==> config.mk <==
export PLATFORM = sky130hd
export DESIGN_NAME = rfsh_addr_unit
export DESIGN_NICKNAME = d
export VERILOG_FILES = /design/src/rtl/rfsh_pkg.sv /design/src/rtl/rfsh_row_reg.sv /design/src/rtl/rfsh_page_reg.sv /design/src/rtl/rfsh_strobe_gen.sv /design/src/rtl/rfsh_addr_unit.sv
export SDC_FILE = /design/constraint.sdc
export NUM_CORES = 1
export LEC_CHECK = 0
export CAP_MARGIN = 0
export CORE_AREA = 2 2 58 60
export CTS_CLUSTER_DIAMETER = 40
export DETAILED_ROUTE_END_ITERATION = 6
export DIE_AREA = 0 0 60 62
export PLACE_DENSITY = 0.7
export SLEW_MARGIN = 30
export SYNTH_ARGS = -nofsm -noshare
export SYNTH_HDL_FRONTEND = slang
export SYNTH_SLANG_ARGS = --single-unit
==> constraint.sdc <==
create_clock -name clk -period 1.27 [get_ports clk]
set_input_delay 0.1905 -clock clk [delete_from_list [all_inputs] [get_ports clk]]
set_output_delay 0.1905 -clock clk [all_outputs]
set_load 0.005 [all_outputs]
==> src/rtl/rfsh_pkg.sv <==
package rfsh_pkg;
  localparam int unsigned DEF_ROW_W = 8;
  localparam int unsigned DEF_CNT_W = 7;
  localparam int unsigned DEF_PG_W  = 8;
endpackage

==> src/rtl/rfsh_row_reg.sv <==
module rfsh_row_reg #(
  parameter int unsigned ROW_W = rfsh_pkg::DEF_ROW_W,
  parameter int unsigned CNT_W = rfsh_pkg::DEF_CNT_W
) (
  input  logic             clk,
  input  logic             rst,
  input  logic             ld_i,
  input  logic [ROW_W-1:0] ld_data_i,
  input  logic             step_i,
  output logic [ROW_W-1:0] row_o
);
  localparam logic [CNT_W-1:0] ONE = CNT_W'(1);

  logic [ROW_W-1:0] row_q;
  logic [ROW_W-1:0] row_next;
  logic [CNT_W-1:0] cnt_inc;

  assign cnt_inc = row_q[CNT_W-1:0] + ONE;

  // Only the low CNT_W bits count; any bits above them hold their preset.
  generate
    if (CNT_W < ROW_W) begin : g_held_top
      assign row_next = {row_q[ROW_W-1:CNT_W], cnt_inc};
    end else begin : g_full_count
      assign row_next = cnt_inc;
    end
  endgenerate

  always_ff @(posedge clk) begin
    if (rst) begin
      row_q <= '0;
    end else if (ld_i) begin
      row_q <= ld_data_i;   // load wins over step
    end else if (step_i) begin
      row_q <= row_next;
    end
  end

  assign row_o = row_q;
endmodule

==> src/rtl/rfsh_page_reg.sv <==
module rfsh_page_reg #(
  parameter int unsigned PG_W = rfsh_pkg::DEF_PG_W
) (
  input  logic            clk,
  input  logic            rst,
  input  logic            ld_i,
  input  logic [PG_W-1:0] ld_data_i,
  output logic [PG_W-1:0] pg_o
);
  logic [PG_W-1:0] pg_q;

  always_ff @(posedge clk) begin
    if (rst) begin
      pg_q <= '0;
    end else if (ld_i) begin
      pg_q <= ld_data_i;
    end
  end

  assign pg_o = pg_q;
endmodule

==> src/rtl/rfsh_strobe_gen.sv <==
module rfsh_strobe_gen #(
  parameter int unsigned ROW_W = rfsh_pkg::DEF_ROW_W,
  parameter int unsigned PG_W  = rfsh_pkg::DEF_PG_W,
  localparam int unsigned ADDR_W = ROW_W + PG_W
) (
  input  logic              clk,
  input  logic              rst,
  input  logic              fetch_i,
  input  logic [ROW_W-1:0]  row_i,
  input  logic [PG_W-1:0]   pg_i,
  output logic [ADDR_W-1:0] addr_o,
  output logic              strobe_n_o
);
  logic [ADDR_W-1:0] addr_q;
  logic              strobe_n_q;

  // Captures the pre-step row at the same edge where the row register steps.
  always_ff @(posedge clk) begin
    if (rst) begin
      addr_q     <= '0;
      strobe_n_q <= 1'b1;
    end else begin
      strobe_n_q <= ~fetch_i;
      addr_q     <= fetch_i ? {pg_i, row_i} : '0;
    end
  end

  assign addr_o     = addr_q;
  assign strobe_n_o = strobe_n_q;
endmodule

==> src/rtl/rfsh_addr_unit.sv <==
module rfsh_addr_unit #(
  parameter int unsigned ROW_W = rfsh_pkg::DEF_ROW_W,
  parameter int unsigned CNT_W = rfsh_pkg::DEF_CNT_W,
  parameter int unsigned PG_W  = rfsh_pkg::DEF_PG_W,
  localparam int unsigned ADDR_W = ROW_W + PG_W
) (
  input  logic              clk,
  input  logic              rst,
  input  logic              fetch_done_i,
  input  logic              row_ld_i,
  input  logic [ROW_W-1:0]  row_ld_data_i,
  input  logic              pg_ld_i,
  input  logic [PG_W-1:0]   pg_ld_data_i,
  output logic [ADDR_W-1:0] rfsh_addr_o,
  output logic              rfsh_n_o
);
  logic [ROW_W-1:0] row_cur;
  logic [PG_W-1:0]  pg_cur;

  rfsh_row_reg #(.ROW_W(ROW_W), .CNT_W(CNT_W)) u_row (
    .clk       (clk),
    .rst       (rst),
    .ld_i      (row_ld_i),
    .ld_data_i (row_ld_data_i),
    .step_i    (fetch_done_i),
    .row_o     (row_cur)
  );

  rfsh_page_reg #(.PG_W(PG_W)) u_pg (
    .clk       (clk),
    .rst       (rst),
    .ld_i      (pg_ld_i),
    .ld_data_i (pg_ld_data_i),
    .pg_o      (pg_cur)
  );

  rfsh_strobe_gen #(.ROW_W(ROW_W), .PG_W(PG_W)) u_stb (
    .clk        (clk),
    .rst        (rst),
    .fetch_i    (fetch_done_i),
    .row_i      (row_cur),
    .pg_i       (pg_cur),
    .addr_o     (rfsh_addr_o),
    .strobe_n_o (rfsh_n_o)
  );
endmodule

# Yosys cells after proc, flatten, opt, wreduce, memory -nomap -nowiden
# Index checks and enable logic that the tools add are counted.
# totals
regBits	33
in_bits	21
output_inout_bits	17
wordCells	11
# op_classes
add_sub_neg	1
mux	2
bitwise_logic	1
n_reduce_logical	2
# ops
operator	n
$mux W8	1
$add A7 B1 Y7 const B	1
$mux W7	1
$reduce_bool A2 Y1	1
$reduce_or A2 Y1	1
$not A1 Y1	1

# Longest topological paths before layout
# Gate-level depths: netlist (run 1).
# logic_depth
ltp_word	3
ltp_mapped	4
mapped_depth_nobuf	4

# By module
# Synthesis (run 1) repeated with hierarchy kept, for this count alone.
# unflattened
hier_cells	107
area_unflattened_um2	1196.1
# modules_own_cells
mod	instances	cells_each	area_each_um2	seq_area_each_um2
rfsh_strobe_gen	1	36	516.7	340.3
rfsh_row_reg	1	45	394.1	160.2
rfsh_page_reg	1	26	285.3	160.2

# Worst setup path before layout (run 1)
# Ideal clock, no wire load.
# synth_timing
path_kind	flip-flop to flip-flop
from	register u_row.row_q[0] (netlist: u_row.row_o[0])
to	register u_row.row_q[6] (netlist: u_row.row_o[6])
setup_time_ns	0.091
arrival_time_ns	1.127
required_ns	1.179
setup_slack_ns	0.052
stages_incl_launch_ff	5
path_buffers	0
synth_period_minus_slack_ns	1.218
path_cell_list	dfxtp_1 > ha_1 > nand2_1 > or3_1 > a311oi_1
# synth_between
elab_chain_cells	3
# synth_rtl
item	line_no	source
start: declaration	rfsh_row_reg.sv:14	logic [ROW_W-1:0] row_q;
start signal: assignment	rfsh_row_reg.sv:33	row_q <= ld_data_i;
start signal: assignment	rfsh_row_reg.sv:35	row_q <= row_next;
$add A7 B1 Y7	rfsh_row_reg.sv:18	assign cnt_inc = row_q[CNT_W-1:0] + ONE;
$mux W7	rfsh_row_reg.sv:34	end else if (step_i) begin
$mux W8	rfsh_row_reg.sv:32	end else if (ld_i) begin
# Every way passes these cells. The select of a mux whose other input is x is not followed.
# A chain may end at the register's enable or synchronous reset.

# Final worst setup path (run 1)
# layout_timing
from	input fetch_done_i
to	register u_row.row_q[6] (netlist: u_row.row_o[6])
# layout_between
elab_chain_cells	1
# layout_rtl
item	line_no	source
start: declaration	rfsh_addr_unit.sv:9	input logic fetch_done_i,
$reduce_bool A2 Y1 (no source line)	--	
# Every way passes these cells.

==> results of run 1 <==
## timing repair
item | CTS | global route
resized for setup | 19 | 6
setup endpoints to repair | 17 | 1
endpoints found under the hold margin | 0 | 0
## cells in the mapped netlist, drive strengths merged
master  number
dfxtp       33
and2        16
nor2        13
mux2i        9
nand2        7
xor2         4
a211oi       3
buf          3
clkbuf       3
nand4        3
a21oi        2
inv          2
o21ai        2
or3          2
a311oi       1
a31oi        1
and2b        1
ha           1
mux2         1
o21bai       1
## path summary, 6_finish.rpt
kind / start / to / slack (ns)
worst max-delay path: fetch_done_i / u_row.row_o[6] / 0.06
worst min-delay path: row_ld_data_i[0] / u_row.row_o[0] / 0.41
worst max register to register: u_row.row_o[0] / u_row.row_o[6] / 0.07
worst min register to register: u_pg.pg_o[1] / u_stb.addr_o[9] / 0.46
## state kept, by name, indices dropped and copies added (netlist names)
signal,count
u_stb.strobe_n_o,1
u_pg.pg_o,8
u_stb.addr_o,16
u_row.row_o,8
## worst reg2reg max path, cell delays in order (launching register included)
cell and delay [ns]:
dfxtp_2 0.36, ha_4 0.14, nand2_1 0.06, or3_1 0.32, a311oi_2 0.23
## cell families after synthesis
logic type | share of synthesized area
AOI/OAI and AO/OA | 0.0570
xor gates and xnor gates | 0.0307
adders and majority gates | 0.0110
buffers and inverters | 0.0318
DFF | 0.579
muxes | 0.0888
and+or+nand+nor | 0.202
## through the flow
step / power (mW) / instances / setup WS [ns] / setup TNS [ns]
2_1_floorplan: 1.22 / 108 / 0.0516 / 0
3_3_place_gp: 1.36 / 194 / -0.232 / -3.51
3_5_place_dp: 1.37 / 194 / -0.284 / -4.37
4_1_cts: 1.94 / 201 / 0.0108 / 0
5_1_grt: 2.02 / 201 / 0.0159 / 0
6_report: 1.93 / 201 / 0.0611 / 0
## power by group through the flow
stage	Clock (mW)	Sequential, mW	Combinational [mW]
after floorplan	0	1.13	0.0926
after global placement	0	1.13	0.235
after detailed placement	0	1.13	0.243
after CTS	0.597	1.11	0.234
after global routing	0.647	1.12	0.260
final	0.580	1.11	0.236
## cell type report
class	count	share of cell area
tap	46	0.0340
timing repair buffer	46	0.261
inverter	2	0.00444
sequential	33	0.394
clock buffer	7	0.0325
multi-input combinational	67	0.274
## layer usage
layer / global-route usage / share of wire / vias to the layer above
met2: 0.228 / 0.52 / 27
met1: 0.136 / 0.40 / 400
li1: - / - / 447
met3: 0.0476 / 0.056 / 7
met5: 0 / 0 / -
met4: 0.121 / 0.031 / 0
==> results.py, run 1 <==
metrics = {
    "worst_hold_path": {
        "worstHoldPathCells": 3,
        "worstHoldPathType": "primary input to register",
    },
    "clock_network": {
        "root_buffer": "clkbuf_4",
        "hold_buffers": 0,
        "cts.clk_slew.worst_paths_ns": 0.09,
        "cts_setup_buffers": 0,
        "clockBufferDepth": 2,
        "cts_num_sinks": 33,
        "cts_tree": "yes",
        "worstSkewPairLatency_ns": 0.32,
        "cts_max_level": 2,
        "cts-buffers-inserted": 5,
    },
    "global_routing": {
        "gr-total-overflow": 0,
        "grt_first_pass_wirelength_mm": 3.62,
        "track_usage": 0.137,
        "antenna_found_initial": 0,
        "grt_max_degree": 18,
        "grt_pass1_vias": 884,
    },
    "synthesis": {
        "synthesis.area_sq_um": 1140,
        "syn_nets": 130,
        "yosysSeqAreaShare": 0.579,
        "synth-seq-cells": 33,
        "synth_top_area_cell": "dfxtp_1",
        "syn_inst": 108,
        "synth_area_leaders": "dfxtp_1, and2_1, mux2i_1, nor2_1, xor2_1",
        "synth_top_area_frac": 0.579,
        "yosysWarnings": 0,
        "synth.avg_cell_area_sq_um": 10.6,
        "ys_types": 23,
    },
    "setup_path": {
        "required_ns": 1.51,
        "worst_setup_path_end_kind": "register",
        "r2r_cells": 4,
        "critPathBufInv": 1,
        "path_class": "primary input to register",
        "crit_family": "buffers and inverters",
        "slowest_stage": "clkdlybuf4s50_1",
        "max_stage_delay_ns": 0.54,
        "critPathArrivalTime_ns": 1.45,
        "start_kind": "primary input",
        "worstSetupPathDepth": 4,
        "path_cells": "clkdlybuf4s50_1, nand4_4, or3_1, a311oi_2",
        "path_max_fanout": 4,
    },
    "pwr": {
        "seq_power_share": 0.576,
        "p_leak_nw": 0.765,
        "switching_share": 0.227,
        "power.share.clock": 0.301,
        "power_frac_comb": 0.123,
        "power_switching_mw": 0.436,
        "p_int_mw": 1.49,
        "vdd_drop_max_mv": 0.509,
        "power.density_nw_per_um2": 1140,
    },
    "place": {
        "hpwl_mm": 1.68,
        "dpl_cell_area_sq_um": 1630,
        "portBuffers": 37,
        "gp_congestion": 0.762,
    },
    "timing": {
        "finalCriticalPeriod_ns": 1.21,
        "max_slew_margin": 0.762,
        "skew_ns": 0.00579,
        "finalSetupViolCount": 0,
        "slew_viol_final": 0,
        "worstMarginPinSlew_ns": 0.357,
        "timing.hold.ws_ns": 0.408,
        "finalCritPeriodShare": 0.952,
        "hold_viol_final": 0,
        "max_freq_ghz": 0.827,
        "rsz0062_at_grt": "no",
    },
    "layout": {
        "syn_to_final_growth_pct": 48.2,
        "final_common_cell": "dfxtp_1",
        "final_util": 0.532,
        "layout_common_cells": "dfxtp_1, clkdlybuf4s50_1, dlygate4sd2_1",
        "postLayoutCellArea_sq_um": 1690,
        "antennaDiodeCount": 0,
        "layout-drive-gt1-share": 0.161,
        "final_nets": 177,
        "fill_cells": 290,
        "multi_input_area_sq_um": 463,
        "regArea_sq_um": 667,
    },
    "detailed_routing": {
        "firstDrtPassIters": 4,
        "drc_errors": 0,
        "first_iter_violations": 21,
        "drtAntennaViolNets": 0,
        "routedWlPerCell_um": 11.2,
        "via_per_inst": 4.38,
        "vias": 881,
        "routed_wl_mm": 2.25,
    },
    "floorplan": {
        "die_area_sq_um": 3720,
        "initial_core_util": 0.359,
        "die_w_um": 60,
        "coreArea_sq_um": 3180,
        "dieHeight_um": 62,
        "rows": 21,
        "io_pins": 38,
    },
    "outcome": {
        "status": "finished, final reports clean",
    },
    "run": {
        "drv_cap": 0,
    },
}
No activity file was read; power rests on OpenSTA's default activity.
==> run 2, diff against run 1 <==
--- a/config.mk
+++ b/config.mk
@@ -11,7 +11,8 @@
 export DETAILED_ROUTE_END_ITERATION = 6
 export DIE_AREA = 0 0 60 62
 export PLACE_DENSITY = 0.7
-export SLEW_MARGIN = 30
+export SKIP_CTS_REPAIR_TIMING = 1
+export SLEW_MARGIN = 20
 export SYNTH_ARGS = -nofsm -noshare
 export SYNTH_HDL_FRONTEND = slang
 export SYNTH_SLANG_ARGS = --single-unit
==> run 2 against run 1 <==
Non-clock buffer count did not move. Die area did not move. Maximum frequency barely moved. Global-route usage fell by 0.13 points. Setup slack barely moved. Cell area rose by 3.8%. Largest cell class unchanged. Highest routed layer unchanged. Total power rose by 0.37%. Clock power barely moved. Clock skew barely moved. Critical path depth did not move.
==> results.py, run 2 (synthesis gave the netlist of run 1 again) <==
metrics = {
    "outcome": {
        "status": "finished, final reports clean",
    },
    "setup_path": {
        "start_kind": "primary input",
        "crit_start": "fetch_done_i",
        "path_max_fanout": 4,
        "max_stage_delay_ns": 0.54,
        "r2r_cells": 4,
        "r2r_setup_slack_ns": 0.07,
        "worst_setup_path_end_kind": "register",
        "critPathBufInv": 1,
        "slowest_stage": "clkdlybuf4s50_1",
        "required_ns": 1.51,
        "critPathArrivalTime_ns": 1.45,
        "crit_family": "buffers and inverters",
        "path_cells": "clkdlybuf4s50_1, nand4_4, or3_1, a311oi_2",
        "worstSetupPathDepth": 4,
        "cp-endpoint": "u_row.row_o[6]",
        "r2r_end": "u_row.row_o[6]",
        "path_class": "primary input to register",
        "reg2reg_from": "u_row.row_o[0]",
    },
    "pwr": {
        "power.share.clock": 0.300,
        "vdd_drop_max_mv": 0.511,
        "p_leak_nw": 0.983,
        "switching_share": 0.226,
        "power.density_nw_per_um2": 1100,
        "power_frac_comb": 0.125,
        "seq_power_share": 0.574,
        "finalPower_mw": 1.93,
        "p_int_mw": 1.50,
        "power_switching_mw": 0.438,
    },
    "worst_hold_path": {
        "worstHoldPathType": "primary input to register",
        "hp-start": "row_ld_data_i[0]",
    },
    "clock_network": {
        "root_buffer": "clkbuf_4",
        "cts_tree": "yes",
        "worstSkewPairLatency_ns": 0.32,
        "cts_max_level": 2,
        "clockBufferDepth": 2,
        "cts_num_sinks": 33,
        "cts-buffers-inserted": 5,
        "cts.clk_slew.worst_paths_ns": 0.09,
    },
    "timing": {
        "skew_ns": 0.00542,
        "rsz0062_at_grt": "no",
        "finalSetupViolCount": 0,
        "finalCritPeriodShare": 0.952,
        "worstMarginPinSlew_ns": 0.357,
        "timing.hold.ws_ns": 0.408,
        "finalCriticalPeriod_ns": 1.21,
        "max_slew_margin": 0.762,
        "slew_viol_final": 0,
        "hold_viol_final": 0,
        "max_freq_ghz": 0.828,
    },
    "floorplan": {
        "initial_core_util": 0.359,
        "dieHeight_um": 62,
        "coreArea_sq_um": 3180,
        "io_pins": 38,
        "rows": 21,
        "die_area_sq_um": 3720,
        "die_w_um": 60,
    },
    "detailed_routing": {
        "routedWlPerCell_um": 11.3,
        "routed_wl_mm": 2.28,
        "vias": 881,
        "drtAntennaViolNets": 0,
        "drc_errors": 0,
        "firstDrtPassIters": 4,
        "via_per_inst": 4.38,
        "first_iter_violations": 17,
    },
    "global_routing": {
        "antenna_found_initial": 0,
        "grt_first_pass_wirelength_mm": 3.58,
        "grt_pass1_vias": 875,
        "gr-total-overflow": 0,
        "track_usage": 0.136,
        "grt_max_degree": 18,
    },
    "place": {
        "gp_congestion": 0.762,
        "hpwl_mm": 1.68,
        "portBuffers": 37,
        "place_inst": 194,
    },
    "layout": {
        "instances_no_fill": 201,
        "layout_common_cells": "dfxtp_1, clkdlybuf4s50_1, dlymetal6s2s_1",
        "largest_reg_flops": 16,
        "layout-drive-gt1-share": 0.168,
        "fill_cells": 272,
        "final_nets": 177,
        "antennaDiodeCount": 0,
        "final_common_cell": "dfxtp_1",
        "syn_to_final_growth_pct": 53.9,
    },
    "run": {
        "drv_cap": 0,
    },
}
## run 2: changes by cell type in the layout (fill, tap and decap cells not counted), sizes merged
cell and change:
dlygate4sd2 -17, dlymetal6s2s +17
## run 2: layer usage
metal,GRT usage,vias to the layer above,wire [um]
met1,0.136,400,926
met2,0.225,27,1170
met4,0.121,0,69
li1,-,447,-
met5,0,-,0
met3,0.0455,7,112
## run 2: cell type report
cell class | instances | area (sq um) | share of cell area
Multi-Input combinational cell | 67 | 463 | 0.264
Clock buffer | 7 | 55.1 | 0.0313
Tap cell | 46 | 57.6 | 0.0328
Inverter | 2 | 7.51 | 0.00427
Timing Repair Buffer | 46 | 505 | 0.288
Sequential cell | 33 | 668 | 0.380
## run 2: metrics by stage
step	worst slack (ns)	cell area, sq um	TNS (ns)	util
5_1_grt	0.0159	1760	0	0.553
3_3_place_gp	-0.232	1630	-3.51	0.514
6_report	0.0616	1760	0	0.553
2_1_floorplan	0.0516	1140	0	-
3_5_place_dp	-0.284	1630	-4.37	0.514
4_1_cts	-0.107	1690	-1.21	0.531
## run 2: power by group through the flow
stage	Clock (mW)	Combinational, mW	Sequential, mW
CTS	0.597	0.244	1.11
detailed placement	0	0.243	1.13
global placement	0	0.235	1.13
finish	0.581	0.242	1.11
floorplan	0	0.0926	1.13
global route	0.647	0.266	1.12
## run 2: worst min path at each step
| stage | to | slack (ns) | depth (start not counted) |
|---|---|---|---|
| 3_5_place_dp | u_stb.addr_o[15] | 0.44 | 1 |
| 4_1_cts | u_row.row_o[0] | 0.40 | 3 |
| 6_report | u_row.row_o[0] | 0.41 | 3 |
| 3_3_place_gp | u_stb.addr_o[8] | 0.44 | 1 |
| 2_1_floorplan | u_row.row_o[0] | 0.33 | 2 |
| 5_1_grt | u_row.row_o[0] | 0.42 | 3 |
## run 2: worst register-to-register path, cell delays in order, from the launching register on
cell and delay [ns]:
dfxtp_2 0.36, ha_4 0.14, nand2_1 0.06, or3_1 0.32
a311oi_2 0.23
